==> src/rtl/fpsr_pkg.sv <==
package fpsr_pkg;
  localparam int EXC_W = 5;
  typedef logic [EXC_W-1:0] exc_t;

  // Bit positions inside every exception field
  localparam int EXC_INVALID  = 4;
  localparam int EXC_OVERFLOW = 3;
  localparam int EXC_UNDERFL  = 2;
  localparam int EXC_DIVZERO  = 1;
  localparam int EXC_INEXACT  = 0;

  // Accrual merge: used only on non-trapping updates
  function automatic exc_t acc_merge(exc_t old_acc, exc_t fresh);
    return old_acc | fresh;
  endfunction

  // Flags that can cause a trap
  function automatic exc_t enabled_flags(exc_t flags, exc_t mask);
    return flags & mask;
  endfunction
endpackage

==> src/rtl/exc_prio_pick.sv <==
module exc_prio_pick #(
  parameter int W = 5
) (
  input  logic [W-1:0] req_i,
  output logic [W-1:0] pick_o
);
  // Higher index means higher priority; keep a bit only when nothing above it is set
  for (genvar i = 0; i < W; i++) begin : g_bit
    if (i == W-1) begin : g_top
      assign pick_o[i] = req_i[i];
    end else begin : g_low
      assign pick_o[i] = req_i[i] & ~(|req_i[W-1:i+1]);
    end
  end
endmodule

==> src/rtl/exc_trap_eval.sv <==
module exc_trap_eval
  import fpsr_pkg::*;
(
  input  exc_t flags_i,
  input  exc_t mask_i,
  input  exc_t acc_q_i,
  output logic any_o,
  output logic trap_o,
  output exc_t cur_nxt_o,
  output exc_t acc_nxt_o
);
  exc_t hit;
  exc_t single;

  assign hit   = enabled_flags(flags_i, mask_i);
  assign any_o = |flags_i;
  assign trap_o = |hit;

  exc_prio_pick #(.W(EXC_W)) u_pick (
    .req_i  (hit),
    .pick_o (single)
  );

  assign cur_nxt_o = trap_o ? single : flags_i;
  assign acc_nxt_o = trap_o ? acc_q_i : acc_merge(acc_q_i, flags_i);
endmodule

==> src/rtl/fpsr_store.sv <==
module fpsr_store
  import fpsr_pkg::*;
#(
  parameter int REG_W    = 32,
  parameter int MASK_LSB = 23,
  parameter int ACC_LSB  = 5,
  parameter int CUR_LSB  = 0,
  parameter int TT_BIT   = 14
) (
  input  logic             clk_i,
  input  logic             rst_ni,
  input  logic             wr_en_i,
  input  logic [REG_W-1:0] wr_data_i,
  input  logic             upd_i,
  input  logic             trap_i,
  input  exc_t             cur_i,
  input  exc_t             acc_i,
  output logic [REG_W-1:0] q_o,
  output logic             trap_q_o
);
  logic [REG_W-1:0] nxt;

  always_comb begin
    nxt = q_o;
    if (wr_en_i) begin
      nxt = wr_data_i;
    end else if (upd_i) begin
      nxt[CUR_LSB +: EXC_W] = cur_i;
      nxt[ACC_LSB +: EXC_W] = acc_i;
      if (trap_i) nxt[TT_BIT] = 1'b1;
    end
  end

  always_ff @(posedge clk_i or negedge rst_ni) begin
    if (!rst_ni) begin
      q_o      <= '0;
      trap_q_o <= 1'b0;
    end else begin
      q_o      <= nxt;
      trap_q_o <= upd_i & trap_i;
    end
  end
endmodule

==> src/rtl/fp_status_rec.sv <==
module fp_status_rec
  import fpsr_pkg::*;
#(
  parameter int REG_W    = 32,
  parameter int MASK_LSB = 23,
  parameter int ACC_LSB  = 5,
  parameter int CUR_LSB  = 0,
  parameter int TT_BIT   = 14
) (
  input  logic             clk_i,
  input  logic             rst_ni,
  input  logic             exc_vld_i,
  input  logic [4:0]       exc_flags_i,
  input  logic             wr_en_i,
  input  logic [REG_W-1:0] wr_data_i,
  output logic [REG_W-1:0] status_o,
  output logic             trap_o
);
  // Named internal events
  exc_t ev_mask;
  exc_t ev_acc_q;
  exc_t ev_cur_nxt;
  exc_t ev_acc_nxt;
  logic ev_any;
  logic ev_trap;
  logic ev_update;

  assign ev_mask   = status_o[MASK_LSB +: EXC_W];
  assign ev_acc_q  = status_o[ACC_LSB +: EXC_W];
  assign ev_update = exc_vld_i & ~wr_en_i & ev_any;

  exc_trap_eval u_eval (
    .flags_i   (exc_flags_i),
    .mask_i    (ev_mask),
    .acc_q_i   (ev_acc_q),
    .any_o     (ev_any),
    .trap_o    (ev_trap),
    .cur_nxt_o (ev_cur_nxt),
    .acc_nxt_o (ev_acc_nxt)
  );

  fpsr_store #(
    .REG_W(REG_W), .MASK_LSB(MASK_LSB), .ACC_LSB(ACC_LSB),
    .CUR_LSB(CUR_LSB), .TT_BIT(TT_BIT)
  ) u_store (
    .clk_i     (clk_i),
    .rst_ni    (rst_ni),
    .wr_en_i   (wr_en_i),
    .wr_data_i (wr_data_i),
    .upd_i     (ev_update),
    .trap_i    (ev_trap),
    .cur_i     (ev_cur_nxt),
    .acc_i     (ev_acc_nxt),
    .q_o       (status_o),
    .trap_q_o  (trap_o)
  );
endmodule

==> config.mk <==
export PLATFORM = sky130hd
export DESIGN_NAME = fp_status_rec
export DESIGN_NICKNAME = d
export VERILOG_FILES = /design/src/rtl/fpsr_pkg.sv /design/src/rtl/exc_prio_pick.sv /design/src/rtl/exc_trap_eval.sv /design/src/rtl/fpsr_store.sv /design/src/rtl/fp_status_rec.sv
export SDC_FILE = /design/constraint.sdc
export NUM_CORES = 1
export LEC_CHECK = 0
export BUFFER_PORTS_ARGS = -buffer_cell sky130_fd_sc_hd__buf_2
export CAP_MARGIN = 10
export CORE_MARGIN = 3
export CORE_UTILIZATION = 35
export CTS_CLUSTER_DIAMETER = 100
export DETAILED_ROUTE_END_ITERATION = 12
export PLACE_DENSITY = 0.75
export SYNTH_ARGS = -nofsm -noshare
export SYNTH_HDL_FRONTEND = slang
export SYNTH_SLANG_ARGS = --single-unit
==> constraint.sdc <==
create_clock -name clk_i -period 1.4 [get_ports clk_i]
set_input_delay 0.21 -clock clk_i [delete_from_list [all_inputs] [get_ports clk_i]]
set_output_delay 0.21 -clock clk_i [all_outputs]
set_load 0.01 [all_outputs]
==> results.yml <==
cells_and_area:
  final_util_pct: 55.4
  syn_to_final_growth_pct: 46.5
  drive_gt1_share_pct: 63.7
  design_area_sq_mm: 0.00212
  diodes: 0
  fillers: 334
  nNetsFinal: 244
yosys:
  synth_top_flop_cell: "dfrtp_1"
  synth_top_area_share_pct: 57.1
  ys_ff_latch: 33
  yosysMostFrequentCell: "dfrtp_1"
  synthTopCellsByCount: "dfrtp_1 (33), mux2_2 (22), nand2_1 (10), nor2b_1 (5)"
  ys_seq_area_share_pct: 57.1
  synthCells: 108
  synth_cell_types: 27
  synth_fp_nets: 149
  synth_area_sq_mm: 0.00145
  yosysWarnings: 0
  synth.avg_cell_area_sq_um: 13.4
  async_reset_ff_share_pct: 100
  synth_edf_count: 0
  synthTopCellsByArea: "dfrtp_1 (57%), mux2_2 (17%), o31ai_4 (2.9%)"
  synth_area_leader_cell: "dfrtp_1"
placement:
  placed_area_sq_mm: 0.00199
  gp_congestion: 0.782
  dpl_worst_slack_ns: -0.106
  portBuffers: 73
  hpwl_mm: 2.75
worst_setup_path:
  worstSetupStartpointType: "flop"
  worstPathRequired_ns: 1.57
  arrival_ns: 1.67
  crit_fanout: 4
  worstSetupPathType: "flop to flop"
  worstSetupEndpointType: "flop"
status:
  status: "finished, violations left"
  violations: "negative setup slack"
clock_tree:
  clock_latency_ns: 0.28
  cts.clk_slew.worst_paths_ns: 0.07
  clk_root_buffer_cell: "clkbuf_8"
  numCtsBuffers: 5
  cts_tree: "done"
  cts.sinks: 33
  cts_max_level: 2
  cts.path.max_buffers: 2
global_routing:
  grt_overflow_total: 0
  grtUsageTotal_pct: 15.2
  grt_max_degree: 34
  antenna_found_initial: 0
  grt_pass1_vias: 1323
  grt_first_pass_wirelength_mm: 5.97
timing:
  rsz0062_at_grt: "yes"
  worst_pin_slew_ns: 0.314
  slew_violations: 0
  post-route-min-period_ns: 1.50
  slew_headroom_pct: 79.0
  finalSetupViolations: 6
  hold_violations: 0
  max_freq_mhz: 668
  finClkSkew_ns: 0.00484
  fin_ws_ns: -0.0974
  post-route-period-util_pct: 107
route:
  top_layer: "met4"
  drt_iter0_drc: 36
  avgViaCountPerCell: 4.95
  drc: 0
  wl_per_cell_microns: 14.1
  firstDrtPassIters: 5
  met2_length_mm: 1.71
  vias: 1247
  wl_met1_mm: 1.48
  wl_mm: 3.56
  dr_wl_met3_microns: 331
  final_antenna_net_count: 0
min_path:
  hp-class: "input pin to flop"
power:
  powerDensity_mw_per_mm2: 1090
  vdd.ir_drop.worst_mv: 0.851
  power_w: 0.00231
  leakage_nw: 1.03
floorplanning:
  num_rows: 22
  num_io_pins: 74
  fp.dieW_microns: 70.3
  die-area_sq_mm: 0.00494
  core_region_area_sq_mm: 0.00383
  die_y_microns: 70.3
  start_util_pct: 37.8
job:
  maxCapViolations: 0
[kinds of logic (layout without fill, tap and decap cells)]
group | after synthesis | count (layout) | share of synthesized area (%)
compound gates | 24 | 24 | 15.1
buf+inv | 7 | 103 | 2.85
flops | 33 | 33 | 57.1
mux | 22 | 22 | 17.1
simple gates | 22 | 22 | 7.87
[routing by layer]
layer,vias to the layer above,track usage (%)
li1,591,-
met2,54,24.4
met1,597,18.4
met5,-,0
met4,0,3.83
met3,5,7.19
[worst max-delay path, stage by stage, from the launching register on]
cell      delay [ns]
dfrtp_1         0.38
a222oi_1        0.34
buf_4           0.19
and2_4          0.15
o21bai_1        0.06
mux2_4          0.27
[layout make-up]
cell class / instances / area (sq um) / area share, %
clock buffer: 5 / 68.8 / 3.25
clock inverter: 3 / 17.5 / 0.826
tap: 48 / 60.1 / 2.83
inverter: 2 / 7.51 / 0.354
timing repair buffer: 93 / 543 / 25.6
sequential: 33 / 826 / 39.0
multi-input combinational: 68 / 597 / 28.2
[power breakdown]
group	switching (W)	total (W)	internal [W]	leakage [nW]
logic	0.000243	0.000519	0.000276	0.598
clock network	0.000350	0.000692	0.000342	0.0439
registers	0.0000473	0.00110	0.00105	0.390
[per-stage QoR]
step | setup TNS (ns) | hold slack, ns | cells
2_1_floorplan | -0.194 | -0.0856 | 108
3_3_place_gp | -0.325 | 0.179 | 241
3_5_place_dp | -0.508 | 0.178 | 241
4_1_cts | -0.0531 | 0.129 | 251
5_1_grt | -1.09 | 0.139 | 252
6_report | -0.206 | 0.147 | 252
[what timing repair did]
action,in CTS,in global routing
pin swaps,2,9
endpoints found under the hold margin,33,0
gates resized for setup,2,4
hold buffers,1,0
endpoints found under the setup margin,7,10
buffers inserted,1,1
[flip-flops by register name (all words and copies together), names as in the netlist]
signal and count:
u_store.trap_q_o 1, u_store.q_o 32
[worst paths after layout]
path,end,start,cells past startpoint,slack (ns)
max in group asynchronous,u_store.q_o[5],rst_ni,3,0.82
worst max register to register,u_store.q_o[14],u_store.q_o[25],5,-0.1
worst min-delay path,u_store.q_o[3],wr_data_i[3],3,0.15
worst max-delay path,u_store.q_o[14],u_store.q_o[25],5,-0.1
min in group asynchronous,u_store.q_o[13],rst_ni,3,0.40
worst min register to register,u_store.q_o[17],u_store.q_o[17],1,0.50
[layout by cell type, fill, tap and decap left out, types with 2 or more instances in the layout]
master,instances
a31oi_1,2
o31ai_4,2
nand2_1,10
clkbuf_8,5
inv_1,2
a221o_1,3
buf_2,73
o211ai_1,2
nor2b_1,5
clkinv_2,2
mux2_2,21
buf_4,17
a21oi_1,2
a32oi_1,2
dfrtp_1,33
o2111ai_1,2
buf_12,2
a21boi_0,2
No activity file was read; power rests on OpenSTA's default activity.
